## src/rtl/spi_cmd_pkg.sv

```systemverilog
package spi_cmd_pkg;
  typedef enum logic [1:0] {
    ST_IDLE,
    ST_LOW,
    ST_HIGH,
    ST_HOLD
  } eng_state_t;

  localparam logic [3:0] OFS_OPCODE = 4'h0;
  localparam logic [3:0] OFS_COUNT  = 4'h1;
  localparam logic [3:0] OFS_CTRL   = 4'h2;
  localparam logic [3:0] OFS_STAT   = 4'h3;
  localparam logic [3:0] OFS_DATA   = 4'hC;
  localparam logic [3:0] OFS_PTR    = 4'hD;

  localparam int CTRL_GO_BIT   = 0;
  localparam int CTRL_CLR_BIT  = 4;
  localparam int STAT_BUSY_BIT = 7;
endpackage

```

## src/rtl/spi_half_tick.sv

```systemverilog
module spi_half_tick #(
  parameter int HALF_DIV = 2
) (
  input  logic clk,
  input  logic rst_n,
  input  logic en,
  output logic tick
);
  localparam int CW = (HALF_DIV < 2) ? 1 : $clog2(HALF_DIV);

  logic [CW-1:0] cnt;

  assign tick = en && (cnt == CW'(HALF_DIV - 1));

  always_ff @(posedge clk) begin
    if (!rst_n || !en) cnt <= '0;
    else if (tick)     cnt <= '0;
    else               cnt <= cnt + 1'b1;
  end
endmodule

```

## src/rtl/spi_byte_fifo.sv

```systemverilog
module spi_byte_fifo #(
  parameter int DEPTH = 8,
  parameter int PTR_W = $clog2(DEPTH)
) (
  input  logic             clk,
  input  logic             rst_n,
  input  logic             ptr_clr,
  input  logic             cpu_we,
  input  logic             cpu_adv,
  input  logic [7:0]       cpu_wdata,
  output logic [7:0]       cpu_rdata,
  output logic [PTR_W-1:0] ptr,
  input  logic             eng_we,
  input  logic [PTR_W-1:0] eng_widx,
  input  logic [7:0]       eng_wdata,
  input  logic [PTR_W-1:0] eng_ridx,
  output logic [7:0]       eng_rdata
);
  logic [7:0] mem [DEPTH];

  assign cpu_rdata = mem[ptr];
  assign eng_rdata = mem[eng_ridx];

  always_ff @(posedge clk) begin
    if (!rst_n) begin
      for (int i = 0; i < DEPTH; i++) mem[i] <= '0;
    end else if (eng_we) begin
      mem[eng_widx] <= eng_wdata;
    end else if (cpu_we) begin
      mem[ptr] <= cpu_wdata;
    end
  end

  always_ff @(posedge clk) begin
    if (!rst_n)       ptr <= '0;
    else if (ptr_clr) ptr <= '0;
    else if (cpu_adv) ptr <= ptr + 1'b1;
  end

  // window access steps the pointer by one with wrap
  a_r2_ptr_step: assert property (@(posedge clk) disable iff (!rst_n)
    (cpu_adv && !ptr_clr) |=> (ptr == PTR_W'($past(ptr) + 1'b1)));

  // clear lands on the next edge
  a_r3_ptr_clear: assert property (@(posedge clk) disable iff (!rst_n)
    ptr_clr |=> (ptr == '0));

  // software and engine never write in the same cycle
  a_r9_single_writer: assert property (@(posedge clk) disable iff (!rst_n)
    !(eng_we && cpu_we));
endmodule

```

## src/rtl/spi_shift_engine.sv

```systemverilog
module spi_shift_engine
  import spi_cmd_pkg::*;
#(
  parameter int MAX_TX   = 8,
  parameter int HALF_DIV = 2,
  parameter int PTR_W    = 3,
  parameter int CNT_W    = 5
) (
  input  logic             clk,
  input  logic             rst_n,
  input  logic             start,
  input  logic [7:0]       opcode,
  input  logic [3:0]       tx_req,
  input  logic [3:0]       rx_req,
  input  logic [7:0]       fifo_rdata,
  input  logic             miso,
  output logic             busy,
  output logic             sclk,
  output logic             mosi,
  output logic             cs_n,
  output logic [PTR_W-1:0] fifo_ridx,
  output logic             fifo_we,
  output logic [PTR_W-1:0] fifo_widx,
  output logic [7:0]       fifo_wdata
);
  eng_state_t       st;
  logic             tick;
  logic             sclk_q;
  logic             cs_q;
  logic [7:0]       sh;
  logic [7:0]       rx_sh;
  logic [2:0]       bit_idx;
  logic [CNT_W-1:0] k;
  logic [CNT_W-1:0] n_tx;
  logic [CNT_W-1:0] total;
  logic [CNT_W-1:0] tx_clamp;
  logic [CNT_W-1:0] rx_clamp;
  logic [CNT_W-1:0] frame_len;
  logic [CNT_W-1:0] nxt_k;
  logic             last_bit;
  logic             in_rx;

  spi_half_tick #(.HALF_DIV(HALF_DIV)) u_tick (
    .clk  (clk),
    .rst_n(rst_n),
    .en   (st != ST_IDLE),
    .tick (tick)
  );

  always_comb begin
    tx_clamp = (tx_req > 4'(MAX_TX)) ? CNT_W'(MAX_TX) : CNT_W'(tx_req);
    if (tx_clamp != '0)      rx_clamp = CNT_W'(rx_req);
    else if (rx_req == 4'd0) rx_clamp = '0;
    else                     rx_clamp = CNT_W'(rx_req) - 1'b1;
    frame_len = CNT_W'(1) + tx_clamp + rx_clamp;
  end

  assign last_bit   = (bit_idx == 3'd7);
  assign in_rx      = (k > n_tx);
  assign nxt_k      = k + 1'b1;
  assign fifo_ridx  = k[PTR_W-1:0];
  assign fifo_we    = (st == ST_HIGH) && tick && last_bit && in_rx;
  assign fifo_widx  = PTR_W'(k - 1'b1);
  assign fifo_wdata = rx_sh;
  assign busy       = (st != ST_IDLE);
  assign mosi       = sh[7];
  assign sclk       = sclk_q;
  assign cs_n       = cs_q;

  always_ff @(posedge clk) begin
    if (!rst_n) begin
      st      <= ST_IDLE;
      cs_q    <= 1'b1;
      sclk_q  <= 1'b0;
      sh      <= '0;
      rx_sh   <= '0;
      bit_idx <= '0;
      k       <= '0;
      n_tx    <= '0;
      total   <= '0;
    end else begin
      case (st)
        ST_IDLE: if (start) begin
          n_tx    <= tx_clamp;
          total   <= frame_len;
          k       <= '0;
          bit_idx <= '0;
          sh      <= opcode;
          cs_q    <= 1'b0;
          st      <= ST_LOW;
        end
        ST_LOW: if (tick) begin
          sclk_q <= 1'b1;
          rx_sh  <= {rx_sh[6:0], miso};
          st     <= ST_HIGH;
        end
        ST_HIGH: if (tick) begin
          sclk_q <= 1'b0;
          st     <= ST_LOW;
          if (last_bit) begin
            bit_idx <= '0;
            if (nxt_k == total) begin
              st <= ST_HOLD;
            end else begin
              k  <= nxt_k;
              sh <= (nxt_k <= n_tx) ? fifo_rdata : 8'h00;
            end
          end else begin
            bit_idx <= bit_idx + 1'b1;
            sh      <= {sh[6:0], 1'b0};
          end
        end
        ST_HOLD: if (tick) begin
          cs_q <= 1'b1;
          sh   <= '0;
          st   <= ST_IDLE;
        end
        default: st <= ST_IDLE;
      endcase
    end
  end

  // no clock pulses outside a frame
  a_r10_sclk_idle_low: assert property (@(posedge clk) disable iff (!rst_n)
    cs_n |-> !sclk);

  // data holds while the clock is high
  a_r5_mosi_hold: assert property (@(posedge clk) disable iff (!rst_n)
    (sclk && $past(sclk)) |-> $stable(mosi));
endmodule

```

## src/rtl/spi_cmd_engine.sv

```systemverilog
module spi_cmd_engine
  import spi_cmd_pkg::*;
#(
  parameter int HALF_DIV   = 2,
  parameter int FIFO_DEPTH = 8,
  parameter int MAX_TX     = 8
) (
  input  logic       clk,
  input  logic       rst_n,
  input  logic       reg_wr,
  input  logic       reg_rd,
  input  logic [3:0] reg_addr,
  input  logic [7:0] reg_wdata,
  output logic [7:0] reg_rdata,
  output logic       spi_sclk,
  output logic       spi_mosi,
  output logic       spi_cs_n,
  input  logic       spi_miso
);
  localparam int PTR_W = $clog2(FIFO_DEPTH);
  localparam int CNT_W = $clog2(1 + MAX_TX + 15 + 1);

  logic [7:0]       opcode_q;
  logic [7:0]       count_q;
  logic             busy;
  logic             go;
  logic             ptr_clr;
  logic             win_hit;
  logic             cpu_we;
  logic             cpu_adv;
  logic [7:0]       cpu_rdata;
  logic [PTR_W-1:0] ptr;
  logic             eng_we;
  logic [PTR_W-1:0] eng_widx;
  logic [7:0]       eng_wdata;
  logic [PTR_W-1:0] eng_ridx;
  logic [7:0]       eng_rdata;

  assign win_hit = (reg_addr == OFS_DATA);
  assign go      = reg_wr && (reg_addr == OFS_CTRL) && reg_wdata[CTRL_GO_BIT] && !busy;
  assign ptr_clr = reg_wr && (reg_addr == OFS_CTRL) && reg_wdata[CTRL_CLR_BIT];
  assign cpu_we  = reg_wr && win_hit && !busy;
  assign cpu_adv = (reg_wr || reg_rd) && win_hit && !busy;

  always_ff @(posedge clk) begin
    if (!rst_n) begin
      opcode_q <= '0;
      count_q  <= '0;
    end else if (reg_wr && !busy) begin
      if (reg_addr == OFS_OPCODE) opcode_q <= reg_wdata;
      if (reg_addr == OFS_COUNT)  count_q  <= reg_wdata;
    end
  end

  always_comb begin
    reg_rdata = 8'h00;
    case (reg_addr)
      OFS_OPCODE: reg_rdata = opcode_q;
      OFS_COUNT:  reg_rdata = count_q;
      OFS_CTRL:   reg_rdata[CTRL_GO_BIT] = busy;
      OFS_STAT:   reg_rdata[STAT_BUSY_BIT] = busy;
      OFS_DATA:   reg_rdata = cpu_rdata;
      OFS_PTR:    reg_rdata = 8'(ptr);
      default:    reg_rdata = 8'h00;
    endcase
  end

  spi_byte_fifo #(.DEPTH(FIFO_DEPTH), .PTR_W(PTR_W)) u_fifo (
    .clk      (clk),
    .rst_n    (rst_n),
    .ptr_clr  (ptr_clr),
    .cpu_we   (cpu_we),
    .cpu_adv  (cpu_adv),
    .cpu_wdata(reg_wdata),
    .cpu_rdata(cpu_rdata),
    .ptr      (ptr),
    .eng_we   (eng_we),
    .eng_widx (eng_widx),
    .eng_wdata(eng_wdata),
    .eng_ridx (eng_ridx),
    .eng_rdata(eng_rdata)
  );

  spi_shift_engine #(
    .MAX_TX  (MAX_TX),
    .HALF_DIV(HALF_DIV),
    .PTR_W   (PTR_W),
    .CNT_W   (CNT_W)
  ) u_eng (
    .clk       (clk),
    .rst_n     (rst_n),
    .start     (go),
    .opcode    (opcode_q),
    .tx_req    (count_q[3:0]),
    .rx_req    (count_q[7:4]),
    .fifo_rdata(eng_rdata),
    .miso      (spi_miso),
    .busy      (busy),
    .sclk      (spi_sclk),
    .mosi      (spi_mosi),
    .cs_n      (spi_cs_n),
    .fifo_ridx (eng_ridx),
    .fifo_we   (eng_we),
    .fifo_widx (eng_widx),
    .fifo_wdata(eng_wdata)
  );

  // an accepted go makes the engine busy on the next cycle
  a_r4_go_busy: assert property (@(posedge clk) disable iff (!rst_n)
    go |=> busy);

  // chip select is low for as long as the engine is busy
  a_r5_cs_frame: assert property (@(posedge clk) disable iff (!rst_n)
    busy |-> !spi_cs_n);

  // pointer frozen during a command unless software clears it
  a_r9_ptr_frozen: assert property (@(posedge clk) disable iff (!rst_n)
    (busy && !ptr_clr) |=> $stable(ptr));
endmodule

```

## config.mk

```make
export PLATFORM = sky130hd
export DESIGN_NAME = spi_cmd_engine
export DESIGN_NICKNAME = d
export VERILOG_FILES = /design/src/rtl/spi_cmd_pkg.sv /design/src/rtl/spi_half_tick.sv /design/src/rtl/spi_byte_fifo.sv /design/src/rtl/spi_shift_engine.sv /design/src/rtl/spi_cmd_engine.sv
export SDC_FILE = /design/constraint.sdc
export NUM_CORES = 1
export LEC_CHECK = 0
export BUFFER_PORTS_ARGS = -buffer_cell sky130_fd_sc_hd__buf_2
export CELL_PAD_IN_SITES_DETAIL_PLACEMENT = 1
export CELL_PAD_IN_SITES_GLOBAL_PLACEMENT = 1
export CORE_MARGIN = 2
export CORE_UTILIZATION = 50
export CTS_BUF_LIST = sky130_fd_sc_hd__clkbuf_8
export CTS_CLUSTER_SIZE = 40
export DETAILED_ROUTE_END_ITERATION = 10
export PLACE_DENSITY_LB_ADDON = 0.15
export SLEW_MARGIN = 15
export SYNTH_ARGS = -nofsm -noshare
export SYNTH_HDL_FRONTEND = slang
export SYNTH_SLANG_ARGS = --single-unit
```

## constraint.sdc

```tcl
create_clock -name clk -period 3.1 [get_ports clk]
set_input_delay 0.775 -clock clk [delete_from_list [all_inputs] [get_ports clk]]
set_output_delay 0.775 -clock clk [all_outputs]
set_load 0.05 [all_outputs]
```

### Word-level counts from Yosys, hierarchy flattened

Memories as Yosys holds them, arrays and structs flattened. A register that Yosys moved wholly into a read port is not among the register bits.
Cells that the tools add are included.
W data, S select, Z words.

| operators by class | value |
|---|---|
| add/subtract/negate cells | 8 |
| multiply operators | 0 |
| div/mod/pow operators | 0 |
| order comparisons | 3 |
| equal/unequal tests | 17 |
| shift operators | 0 |
| muxes and demuxes | 52 |
| bitwise logic cells | 1 |
| reductions and logical operators | 40 |

Operators with widths:

| cell | count |
|---|---|
| $mux W8 | 8 |
| $mux W5 | 6 |
| $mux W3 | 9 |
| $pmux W6 S4 | 1 |
| $pmux W8 S3 | 1 |
| $reduce_or A8 Y1 | 2 |
| $logic_and A1 B1 Y1 | 13 |
| $mux W1 | 13 |
| $mux W2 | 6 |
| $pmux W5 S2 | 1 |
| $reduce_and A5 Y1 | 2 |
| $reduce_and A3 Y1 | 3 |
| $eq A4 B2 Y1 const B | 2 |
| $eq A4 B4 Y1 const B | 2 |
| $logic_not A4 Y1 | 2 |
| $ne A2 B1 Y1 const B | 4 |
| $pmux W2 S4 | 1 |
| $reduce_and A2 Y1 | 4 |
| $reduce_bool A2 Y1 | 4 |
| $add A3 B1 Y3 const B | 2 |
| $pmux W3 S2 | 1 |
| $add A1 B5 Y5 const A | 1 |
| $add A5 B1 Y5 const B | 1 |
| $add A5 B5 Y5 | 1 |
| other kinds (25) | 31 |

| word-level totals | value |
|---|---|
| bits in registers | 58 |
| bits in latches | 0 |
| RAM bits | 64 |
| memory bits (read-only) | 0 |
| output and inout bits | 11 |
| word-level logic and storage cells | 135 |
| memories kept | 1 |

Memory list:

| name | words | bits a word | rd ports | clocked after memory_dff | write ports | RTL line | source |
|---|---|---|---|---|---|---|---|
| u_fifo.mem | 8 | 8 | 2 | 2 | 8 | spi_byte_fifo.sv:19 | `logic [7:0] mem [DEPTH];` |

### Depth between registers and ports, before layout

| depth | value |
|---|---|
| depth in word-level cells | 11 |
| depth in mapped cells | 11 |
| depth with buffers taken out | 11 |

### By module

Synthesis repeated with hierarchy kept, for this count alone.

| unflattened totals | value |
|---|---|
| cells, all modules | 760 |
| area, all modules | 7845.0 um2 |

By module, submodules not included:

| module | times used | cells an instance | area each (um2) | seq. area each (um2) |
|---|---|---|---|---|
| spi_byte_fifo | 1 | 352 | 4520.6 | 2042.0 |
| spi_shift_engine | 1 | 307 | 2406.1 | 740.7 |
| spi_cmd_engine | 1 | 98 | 882.1 | 320.3 |
| spi_half_tick | 1 | 3 | 36.3 | 20.0 |

### Worst setup path after synthesis

OpenSTA, ideal clock, no wires.

| timing | value |
|---|---|
| kind | input-to-output |
| start point | input port reg_addr[0] |
| end point | output port reg_rdata[7] |
| data arrival time | 2285 ps |
| slack | 40 ps |
| cell stages on the path | 3 |
| path buffers | 1 |
| path through | nand4bb_1 > clkbuf_1 > o21ai_0 |

| on the way | value |
|---|---|
| longest elaborated chain between the ends | 2 |
| elaborated cells between the ends (all ways) | 5 |

Ends and longest elaborated chain:

| what | RTL line | source |
|---|---|---|
| start, declared | spi_cmd_engine.sv:12 | `input logic [3:0] reg_addr,` |
| $eq A4 B4 Y1, or another cell as far along | spi_cmd_engine.sv:57 | `case (reg_addr)` |
| $pmux W1 S4 (*) | spi_cmd_engine.sv:57 |  |
| end, declared | spi_cmd_engine.sv:14 | `output logic [7:0] reg_rdata,` |

Mark *: on every way between the ends. The rest lies on a longest branch, timed or not.

==> key figures <==
Clock tree
  – Clock sinks: 127
  – Clock-pin slew on the worst setup and hold paths: 0.07 ns
  – Post-CTS setup buffers: 0
  – Hold buffers post-CTS: 0
  – H-Tree Depth: 4
  – TritonCTS clock tree: done
  – Total CTS buffers: 17
  – Clk_lat worst skew: 0.48 ns
  – Clk buf depth: 2
  – Clock root buffer: clkbuf_8

Layout
  – Final instance area: 0.00811 mm^2
  – Share of cells above drive strength 1: 22.8%
  – Inserted Diodes: 0
  – Commonest non-fill, non-tap cells in the layout: a211oi_1, edfxtp_1, dfxtp_1
  – Storage cell area: 0.00318 mm^2
  – Commonest non-fill, non-tap cell in the layout: a211oi_1
  – Fillers: 1503
  – Final layout net count: 730
  – Area taken by multi-input logic gates: 0.00378 mm^2
  – P&R area growth vs syn: 12.1%

Drt
  – Via density: 6.55
  – Post-DRT Antenna Nets: 0
  – Via Count: 5784
  – DRC violations left: 0
  – Post-DR wirelength/cell: 24.4 um
  – Initial DRC count: 389
  – Post-Route WL: 21600 um
  – TritonRoute pass-1 iters: 5

STA
  – Min Hold Slack: 0.465 ns
  – Final setup viols: 0
  – Final min period: 2.99 ns
  – Slew margin rel.: 51.2%
  – Final period utilization: 96.4%
  – Final hold viol count: 0
  – Fin. max-slew vios: 0
  – Worst slew pin tran: 0.732 ns
  – TNS Setup: 0 ns
  – RSZ-0062 raised after global routing: no
  – Fmax: 335 MHz
  – Final Skew: 0.0113 ns

Floorplanning
  – Die footprint: 0.0154 mm^2
  – Chip Width: 124 um
  – Chip height: 124 um
  – # IOs: 28
  – Initial Util: 51.7%
  – CORE AREA: 0.0140 mm^2
  – Cell row count: 43

GRT
  – GRT Total Usage: 28.7%
  – Global route overflow: 0
  – Largest net degree at the start of global routing: 65
  – Wire length of the first global-routing pass: 34500 um
  – Antenna violations before repair: 0
  – Vias in the first global route: 6005

Worst setup path
  – R2r setup slk: 0.22 ns
  – Worst EP arrival: 2.21 ns
  – Critical path endpoint category: output port
  – Startpoint types: flop
  – R2R cell count: 10
  – CP Max Fanout: 16
  – FF-to-FF End: u_eng.total[4]
  – Critical path class: reg2out
  – Critical path data required time: 2.32 ns
  – Worst reg2reg startpoint: count_q[1]

Placed design
  – Port Buffers: 27
  – GPL Wtd Cong: 0.861
  – Final HPWL DP: 16300 um
  – Dpl cell area: 0.00773 mm^2

Logic synthesis
  – Ys async rst share: 0%
  – Netlist cell types: 66
  – #FFs+latches synth: 127
  – Synthesized area per cell: 11.0 um^2
  – Syn nets: 697
  – Number of synthesized flops with an enable pin: 64
  – Mapped Cells: 657
  – Cell Area, Synth: 0.00723 mm^2
  – Sequential share of the synthesized area: 44.0%
  – YS warnings: 0
  – Top FF cell, synth: edfxtp_1

Hold path
  – WHS Path Cells: 2
  – Hold Crit Class: reg2reg
  – Worst Hold Launch: u_eng.n_tx[1]
  – WHS Endpoint: u_eng.n_tx[1]

Power
  – Cell leakage power: 2.64 nW
  – VDD IR max: 0.418 mV
  – Pwr Density: 490 mW/mm^2

Job
  – Max_cap viols: 0

Outcome
  – Status: finished, final reports clean
-- synthesized netlist by cell type, drive strengths merged (5+ instances only) --
cell / count / area [um^2]
a211oi: 68 / 515
a21oi: 24 / 120
a22oi: 10 / 75.1
a31oi: 16 / 100
and2: 5 / 33.8
buf: 22 / 111
clkbuf: 38 / 143
dfxtp: 63 / 1260
edfxtp: 64 / 1920
ha: 22 / 275
inv: 13 / 48.8
mux2: 8 / 90.1
mux2i: 39 / 390
mux4: 32 / 721
nand2: 30 / 113
nand2b: 5 / 31.3
nand3: 22 / 110
nor2: 45 / 171
nor2b: 7 / 43.8
nor3: 16 / 80.1
nor3b: 7 / 52.6
o211ai: 7 / 52.6
o21a: 5 / 37.5
o21ai: 9 / 45.0
o21bai: 7 / 52.6
o22ai: 9 / 56.3
xnor2: 7 / 61.3
xor2: 7 / 61.3
-- area by class of cell --
cell class | instances | area share (%)
inverters | 14 | 0.648
multi-input cells | 456 | 46.6
repair buffers | 74 | 6.20
clock inverters | 15 | 1.65
flip-flops and latches | 127 | 39.3
clock buffers | 17 | 2.88
well taps | 180 | 2.78
-- metrics by stage --
step,instances,worst slack [ns],total power (W),utilization (%)
after CTS,883,0.0494,0.00398,57.9
after global routing,883,0.00776,0.00414,58.0
final,883,0.111,0.00397,58.0
after floorplan,657,0.0402,0.00242,-
after detailed placement,851,0.204,0.00262,55.3
after global placement,851,0.272,0.00259,55.3
-- worst max-delay path by stage --
stage | from | to | slack [ns]
after CTS | flop | reg_rdata[7] | 0.05
after global routing | u_eng.st[0] | reg_rdata[7] | 0.008
after detailed placement | reg_addr[0] | reg_rdata[0] | 0.20
after floorplan | reg_addr[0] | reg_rdata[7] | 0.04
final | flop | reg_rdata[7] | 0.11
after global placement | count_q[0] | u_eng.total[4] | 0.27
-- flip-flops by register name, summed over array words and instances (netlist names), named ones only --
register and flops:
u_eng.cs_n 1, u_fifo.mem 64, u_eng.k 5, u_eng.sclk 1, u_eng.st 2, u_fifo.ptr 3, u_eng.total 5, u_eng.sh 8
count_q 8, u_eng.bit_idx 3, u_eng.u_tick.cnt 1, u_eng.n_tx 4, opcode_q 8, u_eng.fifo_wdata 8
-- where the power goes --
group / leakage, nW / switching, W / internal [W]
registers: 1.14 / 0.0000771 / 0.00186
logic: 1.33 / 0.000398 / 0.000260
clock network: 0.171 / 0.000745 / 0.000637
-- worst max-delay path, cell delays in order, from the launching register on --
cell and delay, ns:
dfxtp_1 0.38, buf_12 0.19, mux4_2 0.51, mux2i_1 0.25
o21ai_0 0.16, clkbuf_4 0.24
-- kinds of logic (layout without fill, tap and decap cells) --
kind of cell,Yosys count,count (layout),synth area share [%]
adder cells (fa/ha/maj),23,23,4.08
buffers and inverters,74,120,4.24
AND/OR/NAND/NOR,157,157,11.1
XOR/XNOR,14,14,1.69
flip-flops,127,127,44.0
multiplexers,79,79,16.6
AO/OA/AOI/OAI,183,183,18.2
-- repair_timing --
action	4_1_cts	5_1_grt
endpoints found under the setup margin	2	1
gates resized for setup	2	3
gates cloned	0	0
-- layer usage --
metal | GRT usage, % | routed length [um] | up-vias
li1 | - | - | 2645
met1 | 36.8 | 9200 | 2936
met2 | 49.2 | 11000 | 158
met3 | 5.20 | 844 | 45
met4 | 9.19 | 478 | 0
met5 | 0 | 0 | -
Power figures use the tool's default switching activity.
